===== src/rtl/pwt_pkg.sv =====
package pwt_pkg;
  localparam int STS_REQ_BIT = 0;
  localparam int STS_MAX_BIT = 1;
  localparam int STS_IE_BIT  = 2;

  typedef enum logic {
    REG_CNT = 1'b0,
    REG_STS = 1'b1
  } reg_sel_e;
endpackage


===== src/rtl/pwt_sync.sv =====
module pwt_sync (
  input  logic clk_i,
  input  logic rst_ni,
  input  logic pin_i,
  output logic lvl_o,
  output logic fall_o
);
  logic s1_q, s2_q, s3_q;

  always_ff @(posedge clk_i or negedge rst_ni) begin
    if (!rst_ni) begin
      s1_q <= 1'b0;
      s2_q <= 1'b0;
      s3_q <= 1'b0;
    end else begin
      s1_q <= pin_i;
      s2_q <= s1_q;
      s3_q <= s2_q;
    end
  end

  assign lvl_o  = s2_q;
  assign fall_o = s3_q & ~s2_q;
endmodule


===== src/rtl/pwt_prescale.sv =====
module pwt_prescale #(
  parameter int PRESC = 4,
  localparam int PW = (PRESC > 2) ? $clog2(PRESC) : 1
) (
  input  logic clk_i,
  input  logic rst_ni,
  input  logic en_i,
  output logic tick_o
);
  localparam logic [PW-1:0] LAST = PW'(PRESC - 1);
  logic [PW-1:0] psc_q;

  // restarts with each pulse so the count depends only on pulse length
  always_ff @(posedge clk_i or negedge rst_ni) begin
    if (!rst_ni)             psc_q <= '0;
    else if (!en_i)          psc_q <= '0;
    else if (psc_q == LAST)  psc_q <= '0;
    else                     psc_q <= psc_q + 1'b1;
  end

  assign tick_o = en_i && (psc_q == LAST);
endmodule


===== src/rtl/pwt_channel.sv =====
module pwt_channel #(
  parameter int CNT_W = 16,
  parameter int PRESC = 4
) (
  input  logic             clk_i,
  input  logic             rst_ni,
  input  logic             pin_i,
  input  logic             clr_cnt_i,
  input  logic             sts_we_i,
  input  logic [2:0]       sts_wd_i,
  output logic [CNT_W-1:0] cnt_o,
  output logic             req_o,
  output logic             max_o,
  output logic             ie_o,
  output logic             irq_o
);
  import pwt_pkg::*;

  localparam logic [CNT_W-1:0] CNT_MAX = '1;

  logic lvl, fall, tick, hit_max;
  logic [CNT_W-1:0] cnt_q;
  logic req_q, max_q, ie_q;

  pwt_sync u_sync (
    .clk_i (clk_i),
    .rst_ni(rst_ni),
    .pin_i (pin_i),
    .lvl_o (lvl),
    .fall_o(fall)
  );

  pwt_prescale #(.PRESC(PRESC)) u_psc (
    .clk_i (clk_i),
    .rst_ni(rst_ni),
    .en_i  (lvl),
    .tick_o(tick)
  );

  assign hit_max = tick && !clr_cnt_i && (cnt_q == CNT_MAX - 1'b1);

  always_ff @(posedge clk_i or negedge rst_ni) begin
    if (!rst_ni)                        cnt_q <= '0;
    else if (clr_cnt_i)                 cnt_q <= '0;
    else if (tick && cnt_q != CNT_MAX)  cnt_q <= cnt_q + 1'b1;
  end

  // set wins over a same-cycle write-one-to-clear
  always_ff @(posedge clk_i or negedge rst_ni) begin
    if (!rst_ni) begin
      req_q <= 1'b0;
      max_q <= 1'b0;
      ie_q  <= 1'b0;
    end else begin
      if (fall)                                 req_q <= 1'b1;
      else if (sts_we_i && sts_wd_i[STS_REQ_BIT]) req_q <= 1'b0;
      if (hit_max)                              max_q <= 1'b1;
      else if (sts_we_i && sts_wd_i[STS_MAX_BIT]) max_q <= 1'b0;
      if (sts_we_i)                             ie_q  <= sts_wd_i[STS_IE_BIT];
    end
  end

  assign cnt_o = cnt_q;
  assign req_o = req_q;
  assign max_o = max_q;
  assign ie_o  = ie_q;
  assign irq_o = req_q | (max_q & ie_q);
endmodule


===== src/rtl/pulse_width_timer.sv =====
module pulse_width_timer #(
  parameter int NUM_CH = 2,
  parameter int CNT_W  = 16,
  parameter int PRESC  = 4,
  parameter int DW     = 16,
  localparam int AW    = $clog2(2 * NUM_CH)
) (
  input  logic              clk_i,
  input  logic              rst_ni,
  input  logic [NUM_CH-1:0] pulse_i,
  input  logic              wr_i,
  input  logic [AW-1:0]     addr_i,
  input  logic [DW-1:0]     wdata_i,
  output logic [DW-1:0]     rdata_o,
  output logic [NUM_CH-1:0] irq_o
);
  import pwt_pkg::*;

  localparam int IW = AW - 1;

  logic [NUM_CH-1:0][CNT_W-1:0] cnt_w;
  logic [NUM_CH-1:0] req_w, max_w, ie_w, clr_w, sts_we_w;

  for (genvar g = 0; g < NUM_CH; g++) begin : g_ch
    assign clr_w[g]    = wr_i && (addr_i == AW'(2 * g));
    assign sts_we_w[g] = wr_i && (addr_i == AW'(2 * g + 1));

    pwt_channel #(.CNT_W(CNT_W), .PRESC(PRESC)) u_ch (
      .clk_i    (clk_i),
      .rst_ni   (rst_ni),
      .pin_i    (pulse_i[g]),
      .clr_cnt_i(clr_w[g]),
      .sts_we_i (sts_we_w[g]),
      .sts_wd_i (wdata_i[2:0]),
      .cnt_o    (cnt_w[g]),
      .req_o    (req_w[g]),
      .max_o    (max_w[g]),
      .ie_o     (ie_w[g]),
      .irq_o    (irq_o[g])
    );
  end

  logic [IW-1:0] ch_idx;
  reg_sel_e      sel;

  assign ch_idx = addr_i[AW-1:1];
  assign sel    = reg_sel_e'(addr_i[0]);

  always_comb begin
    rdata_o = '0;
    for (int c = 0; c < NUM_CH; c++) begin
      if (ch_idx == IW'(c)) begin
        if (sel == REG_CNT) begin
          rdata_o[CNT_W-1:0] = cnt_w[c];
        end else begin
          rdata_o[STS_REQ_BIT] = req_w[c];
          rdata_o[STS_MAX_BIT] = max_w[c];
          rdata_o[STS_IE_BIT]  = ie_w[c];
        end
      end
    end
  end
endmodule


===== config.mk =====
export PLATFORM = sky130hd
export DESIGN_NAME = pulse_width_timer
export DESIGN_NICKNAME = d
export VERILOG_FILES = /design/src/rtl/pwt_pkg.sv /design/src/rtl/pwt_sync.sv /design/src/rtl/pwt_prescale.sv /design/src/rtl/pwt_channel.sv /design/src/rtl/pulse_width_timer.sv
export SDC_FILE = /design/constraint.sdc
export NUM_CORES = 1
export LEC_CHECK = 0
export CAP_MARGIN = 0
export CORE_UTILIZATION = 30
export DETAILED_ROUTE_END_ITERATION = 10
export SYNTH_ARGS = -nofsm -noshare
export SYNTH_HDL_FRONTEND = slang
export SYNTH_HIERARCHICAL = 1
export SYNTH_SLANG_ARGS = --single-unit
export TNS_END_PERCENT = 100

===== constraint.sdc =====
create_clock -name clk_i -period 2 [get_ports clk_i]
set_input_delay 0.3 -clock clk_i [delete_from_list [all_inputs] [get_ports clk_i]]
set_output_delay 0.3 -clock clk_i [all_outputs]
set_load 0.02 [all_outputs]

=== Yosys cells after proc, flatten, opt, wreduce, memory -nomap -nowiden ===
Index checks and enable logic that the tools add are counted.
Widths: inputs -> output; s select.

* Bits in registers: 48
* Bits of input ports: 23
* Output and inout bits: 18
* Word-level logic and storage cells: 84

* Add/sub/neg operators: 4
* Equal/unequal tests: 9
* Muxes and demuxes: 22
* Bitwise logic cells: 8
* Reductions and logical operators: 25

{| class="wikitable"
|+ Operators with widths
! kind !! count
|-
| $mux 16 || 6
|-
| $add 16x1->16 const B || 2
|-
| $eq 16x16->1 const B || 2
|-
| $ne 16x16->1 const B || 2
|-
| $mux 13 || 2
|-
| $logic_and 1x1->1 || 16
|-
| $reduce_bool 2->1 || 6
|-
| $eq 2x2->1 const B || 4
|-
| $mux 1 || 8
|-
| $mux 2 || 4
|-
| $mux 3 || 2
|-
| $add 2x1->2 const B || 2
|-
| $and 1x1->1 || 4
|-
| $eq 2x1->1 const B || 1
|-
| $logic_not 1->1 || 2
|-
| $logic_not 2->1 || 1
|-
| $not 1->1 || 2
|-
| $or 1x1->1 || 2
|}

=== Logic depth before layout (Yosys ltp) ===
Gate-level depths: netlist of run 1.

* Depth after elaboration: 6
* Mapped depth: 8

=== Hierarchy ===
Netlist of run 1, hierarchy kept.

{| class="wikitable"
|+ By module, submodules not included
! module !! times used !! cells each !! area an instance (um2) !! sequential area each (um2)
|-
| pwt_channel || 2 || 116 || 1092.3 || 475.5
|-
| pulse_width_timer || 1 || 38 || 306.5 || 0.0
|-
| pwt_prescale || 2 || 6 || 88.8 || 50.0
|-
| pwt_sync || 2 || 4 || 88.8 || 75.1
|}

=== Worst setup path after synthesis of run 1 ===
OpenSTA, ideal clock, no wires.

* Kind: register to register
* Start: register g_ch[0].u_ch.u_psc.psc_q[0]
* End: register g_ch[0].u_ch.cnt_q[11]
* Library setup time: 0.125 ns
* Arrival: 1.839 ns
* Setup slack: 0.036 ns
* Stages on the path, launching flop included: 8
* Path buffers: 1
* Period minus slack after synthesis: 1.964 ns
* Path through: dfrtp_1 > ha_1 > and2_2 > buf_2 > and4_1 > nand3_1 > nor4_1 > mux2_2

* Longest elaborated chain between the ends: 4

{| class="wikitable"
|+ RTL lines
! element !! line !! RTL
|-
| start, declared || pwt_prescale.sv:11 || <nowiki>logic [PW-1:0] psc_q;</nowiki>
|-
| start signal, assigned || pwt_prescale.sv:18 || <nowiki>else psc_q <= psc_q + 1'b1;</nowiki>
|-
| $eq 2x2->1 || pwt_prescale.sv:21 || <nowiki>assign tick_o = en_i && (psc_q == LAST);</nowiki>
|-
| $logic_and 1x1->1 || pwt_prescale.sv:21 ||
|-
| named net g_ch[0].u_ch.tick || pwt_channel.sv:21 || <nowiki>logic lvl, fall, tick, hit_max;</nowiki>
|-
| $logic_and 1x1->1 || pwt_channel.sv:45 || <nowiki>else if (tick && cnt_q != CNT_MAX) cnt_q <= cnt_q + 1'b1;</nowiki>
|-
| $reduce_bool 2->1 (no source line) || - ||
|-
| end signal, assigned || pwt_channel.sv:45 ||
|-
| end, declared || pwt_channel.sv:22 || <nowiki>logic [CNT_W-1:0] cnt_q;</nowiki>
|}

The timed path passes the listed nets, and every way through them passes these cells.
A chain may end at the register's enable or synchronous reset.

=== Worst setup path in the final report of run 1 ===
* Start: register g_ch[1].u_ch.u_psc.psc_q[0]
* End: register g_ch[1].u_ch.cnt_q[12]

* Longest elaborated chain between the ends: 4

{| class="wikitable"
|+ RTL lines
! element !! line
|-
| start, declared || pwt_prescale.sv:11
|-
| start signal, assigned || pwt_prescale.sv:18
|-
| $eq 2x2->1 || pwt_prescale.sv:21
|-
| $logic_and 1x1->1 || pwt_prescale.sv:21
|-
| named net g_ch[1].u_ch.tick || pwt_channel.sv:21
|-
| $logic_and 1x1->1 || pwt_channel.sv:45
|-
| $reduce_bool 2->1 (no source line) || -
|-
| end signal, assigned || pwt_channel.sv:45
|-
| end, declared || pwt_channel.sv:22
|}

The timed path passes the listed nets, and every way through them passes these cells.

==> results.md, run 1 <==
- Routability congestion estimate: 0.7987
- Deepest clock path buffer count: 2
- Final routed wirelength across all metal layers: 6.599 mm
- Peak supply drop: 0.3414 mV
- Initial antenna violation count: 0
- Synth cell types: 41
- Endpoint required time on the critical path: 2.19 ns
- Hold violation total from the final report: 0
- Count of endpoints failing setup in the final report: 0
- Max-capacitance violation count: 0
- Yosys warns: 6
- Endpoint type of the worst setup path: flip-flop
- Number of pins with negative max-slew slack in the final report: 0
- Dominant register cell in the synthesized netlist: sky130_fd_sc_hd__dfrtp_1
- Final HPWL from detailed placement: 4.973 mm
- Number of flops mapped to enable cells by yosys: 0
- Vias in the first global route: 2329
- Leakage power summed over all cells: 1.670 nW
- Sequential share of the synthesized area: 42.20%
- Post-DRT Antenna Nets: 0
- Register bit count reported by yosys: 48
- Shortest period the worst path allows: 1.927 ns
- Insertion delay of the later-clocked pin in the worst-skew pair: 0.30 ns
- Area fraction of the dominant cell type after synthesis: 42.20%
- Area taken by multi-input logic gates: 1585 um^2
- Detailed router's first-iteration violation count: 83
- IO Count: 41
- Synth top area cells: sky130_fd_sc_hd__dfrtp_1 (42%), sky130_fd_sc_hd__mux2_2 (5.5%), sky130_fd_sc_hd__mux2i_1 (4.6%), sky130_fd_sc_hd__nor2_1 (4.0%), sky130_fd_sc_hd__a21oi_1 (3.2%)
- End of the critical path: g_ch[1].u_ch/cnt_o[12]$_DFFE_PN0P_
- Worst slew margin relative to its limit: 69.62%
- Count of input and output buffers: 27
- Starting utilization of the core area: 30.95%
- Launch point of the worst reg-to-reg path: g_ch[1].u_ch/u_psc/psc_q[0]$_DFF_PN0_
- CP Max Fanout: 4
- FP Rows: 35
- R2R cell count: 7
- First-pass GRT wire length: 11.26 mm
- Class of the most critical setup path: reg2reg
- Max Clk Rate: 0.5190 GHz
- GRT Overall Usage: 14.13%
- Grt ovf: 0
- Data arrival, critical path: 2.12 ns
- Post-synthesis net count: 319
- Largest net degree at the start of global routing: 24
- Antenna cell count: 0
- Path class of the lowest-slack min-delay path: reg2reg
- Final layout net count: 374
- Final clock period utilization by the worst path: 96.34%
- Clock sink total: 48
- Crit Reg-Reg Endpoint: g_ch[1].u_ch/cnt_o[12]$_DFFE_PN0P_
- Gate count after technology mapping: 290
- H-Tree Level Count: 2
- Total clock buffers created by CTS: 5
- Overall power after layout: 2.097 mW
- Avg Vias per Cell: 5.228
- Post-synth design cell area: 2846 um^2
- Power Dens Cells: 579.6 nW/um^2
- Run status: finished clean
- Share of async-settable or async-resettable flops after synthesis: 100.0%
- Worst Slack Setup Final: 0.07316 ns
- Via count of the routed design: 2389
- Filler Cell Count: 943
- Number of optimization iterations in the first detailed-route pass: 4
- Die X-Extent: 99.41 um
- Avg Inst Size Synth: 9.815 um^2
- Clock-pin slew of the registers on the worst-case setup and hold paths: 0.09 ns
- Full die area: 9881 um^2
- DRC violation count after routing: 0
- Cell taking the most area after synthesis: sky130_fd_sc_hd__dfrtp_1
- Pre-CTS setup slack: -0.3247 ns
- Sequential cell area: 1202 um^2
- Root Driver: sky130_fd_sc_hd__clkbuf_8
- Layout cells sized above 1: 22.25%
- Core Footprint: 9196 um^2
- Max Clock Skew: 0.005964 ns
- Reg-to-reg setup timing slack: 0.07 ns
- Crit start category: flip-flop
- Floorplan die height: 99.41 um
- Actual slew at the worst max-slew pin: 0.4523 ns
- Area overhead of the layout relative to synthesis: 27.08%
- Routed length per placed instance: 14.44 um
- Unrepaired setup endpoints after global routing: false
- TritonCTS clock tree: done
- Launching instance or port of the critical path: g_ch[1].u_ch/u_psc/psc_q[0]$_DFF_PN0_
## sequential cells by signal (all words and copies together), names as in the netlist
| name | count |
|---|---|
| g_ch.u_ch/max_o | 2 |
| g_ch.u_ch/u_psc/psc_q | 4 |
| g_ch.u_ch/ie_o | 2 |
| g_ch.u_ch/cnt_o | 32 |
| g_ch.u_ch/u_sync/s3_q | 2 |
| g_ch.u_ch/req_o | 2 |
| g_ch.u_ch/u_sync/s1_q | 2 |
| g_ch.u_ch/u_sync/lvl_o | 2 |
## power breakdown
group	switching (mW)	internal [mW]
logic	0.145	0.154
clock network	0.327	0.409
registers	0.0453	1.02
## placed cells by master, fill, tap and decap left out, drive strengths merged, types with 6 or more instances in the layout
| master | instances |
|---|---|
| dfrtp | 48 |
| buf | 35 |
| nor2 | 30 |
| nand2 | 23 |
| a21oi | 18 |
| dlygate4sd2 | 17 |
| nor2b | 16 |
| mux2 | 14 |
| mux2i | 13 |
| nor3 | 10 |
| nand3 | 10 |
| nand4 | 10 |
| clkdlybuf4s50 | 9 |
| and4 | 8 |
| nor3b | 7 |
| clkbuf | 6 |
| inv | 6 |
| a21o | 6 |
| a211oi | 6 |
| ha | 6 |
| and2 | 6 |
## Yosys cell counts, types with 4 or more instances
library cell / number
sky130_fd_sc_hd__a211oi_1: 6
sky130_fd_sc_hd__a21o_1: 6
sky130_fd_sc_hd__a21oi_1: 18
sky130_fd_sc_hd__a31oi_1: 4
sky130_fd_sc_hd__a41oi_1: 4
sky130_fd_sc_hd__and2_1: 4
sky130_fd_sc_hd__and3_1: 5
sky130_fd_sc_hd__and4_1: 8
sky130_fd_sc_hd__buf_2: 7
sky130_fd_sc_hd__clkbuf_1: 4
sky130_fd_sc_hd__dfrtp_1: 48
sky130_fd_sc_hd__ha_1: 6
sky130_fd_sc_hd__inv_1: 6
sky130_fd_sc_hd__mux2_2: 14
sky130_fd_sc_hd__mux2i_1: 13
sky130_fd_sc_hd__nand2_1: 23
sky130_fd_sc_hd__nand3_1: 10
sky130_fd_sc_hd__nand4_1: 6
sky130_fd_sc_hd__nand4_2: 4
sky130_fd_sc_hd__nor2_1: 30
sky130_fd_sc_hd__nor2b_1: 14
sky130_fd_sc_hd__nor3_1: 10
sky130_fd_sc_hd__nor3b_1: 5
sky130_fd_sc_hd__nor4_1: 4
## metal layers
layer	up-vias	part of all wire (%)	track usage, %
met5	-	0	0
met4	0	0.68	2.715
met3	5	4.7	2.530
met2	57	44	22.12
met1	1147	50	20.55
li1	1180	-	-
## kinds of logic after synthesis
| logic type | after synthesis | share of synthesized area, % |
|---|---|---|
| muxes | 30 | 12.62 |
| and+or+nand+nor | 136 | 27.56 |
| buffers and inverters | 20 | 3.209 |
| AOI/OAI and AO/OA | 50 | 11.78 |
| adders and majority gates | 6 | 2.637 |
| DFF | 48 | 42.20 |
## worst max-delay path: stages (launching register included)
cell and delay (ns):
sky130_fd_sc_hd__dfrtp_1 0.39, sky130_fd_sc_hd__ha_1 0.23, sky130_fd_sc_hd__and2_2 0.19, sky130_fd_sc_hd__and4_1 0.21
sky130_fd_sc_hd__buf_4 0.15, sky130_fd_sc_hd__and2_1 0.20, sky130_fd_sc_hd__nand4_1 0.12, sky130_fd_sc_hd__mux2_2 0.33
## per-stage QoR
step / cells / TNS (ns) / util [%] / cell area, um^2 / hold WS [ns]
final: 457 / 0 / 39.33 / 3617 / 0.3551
after global routing: 457 / 0 / 39.33 / 3617 / 0.3680
after CTS: 455 / 0 / 38.94 / 3581 / 0.3569
after detailed placement: 446 / -2.557 / 37.67 / 3465 / 0.2822
after global placement: 446 / -2.264 / 37.67 / 3465 / 0.2760
after floorplan: 290 / 0 / - / 2846 / 0.004409
## how the worst min path moves through the flow
stage                                  startpoint  slack, ns  depth (start not counted)                             endpoint
4_1_cts        g_ch[1].u_ch/u_sync/s1_q$_DFF_PN0_       0.36                          0  g_ch[1].u_ch/u_sync/lvl_o$_DFF_PN0_
3_5_place_dp                               rst_ni       0.28                          1   g_ch[1].u_ch/u_sync/s3_q$_DFF_PN0_
6_report       g_ch[1].u_ch/u_sync/s1_q$_DFF_PN0_       0.36                          0  g_ch[1].u_ch/u_sync/lvl_o$_DFF_PN0_
2_1_floorplan                              rst_ni      0.004                          0    g_ch[0].u_ch/cnt_o[0]$_DFFE_PN0P_
3_3_place_gp                               rst_ni       0.28                          1   g_ch[1].u_ch/u_sync/s3_q$_DFF_PN0_
5_1_grt        g_ch[1].u_ch/u_sync/s1_q$_DFF_PN0_       0.37                          0  g_ch[1].u_ch/u_sync/lvl_o$_DFF_PN0_
## layout make-up
| class | count | area share, % |
|---|---|---|
| Sequential cell | 48 | 33.24 |
| Clock inverter | 2 | 1.072 |
| Tap cell | 111 | 3.839 |
| Clock buffer | 6 | 2.283 |
| Multi-Input combinational cell | 222 | 43.83 |
| Timing Repair Buffer | 62 | 15.12 |
| Inverter | 6 | 0.6226 |
## what timing repair did
item | 4_1_cts | 5_1_grt
setup endpoints to repair | 17 | 7
setup buffers | 0 | 2
hold endpoints to repair | 19 | 0
pin swaps | 0 | 2
resized for setup | 18 | 6
hold buffers | 1 | 0
(Power assumes the default switching activity.)
==> run 2, diff against run 1 <==
--- a/config.mk
+++ b/config.mk
@@ -8,6 +8,7 @@
 export CAP_MARGIN = 0
 export CORE_UTILIZATION = 30
 export DETAILED_ROUTE_END_ITERATION = 10
+export SKIP_LAST_GASP = 1
 export SYNTH_ARGS = -nofsm -noshare
 export SYNTH_HDL_FRONTEND = slang
 export SYNTH_HIERARCHICAL = 1
==> results of run 2 <==
Final layout, timing and power as in run 1 (identical DEF).
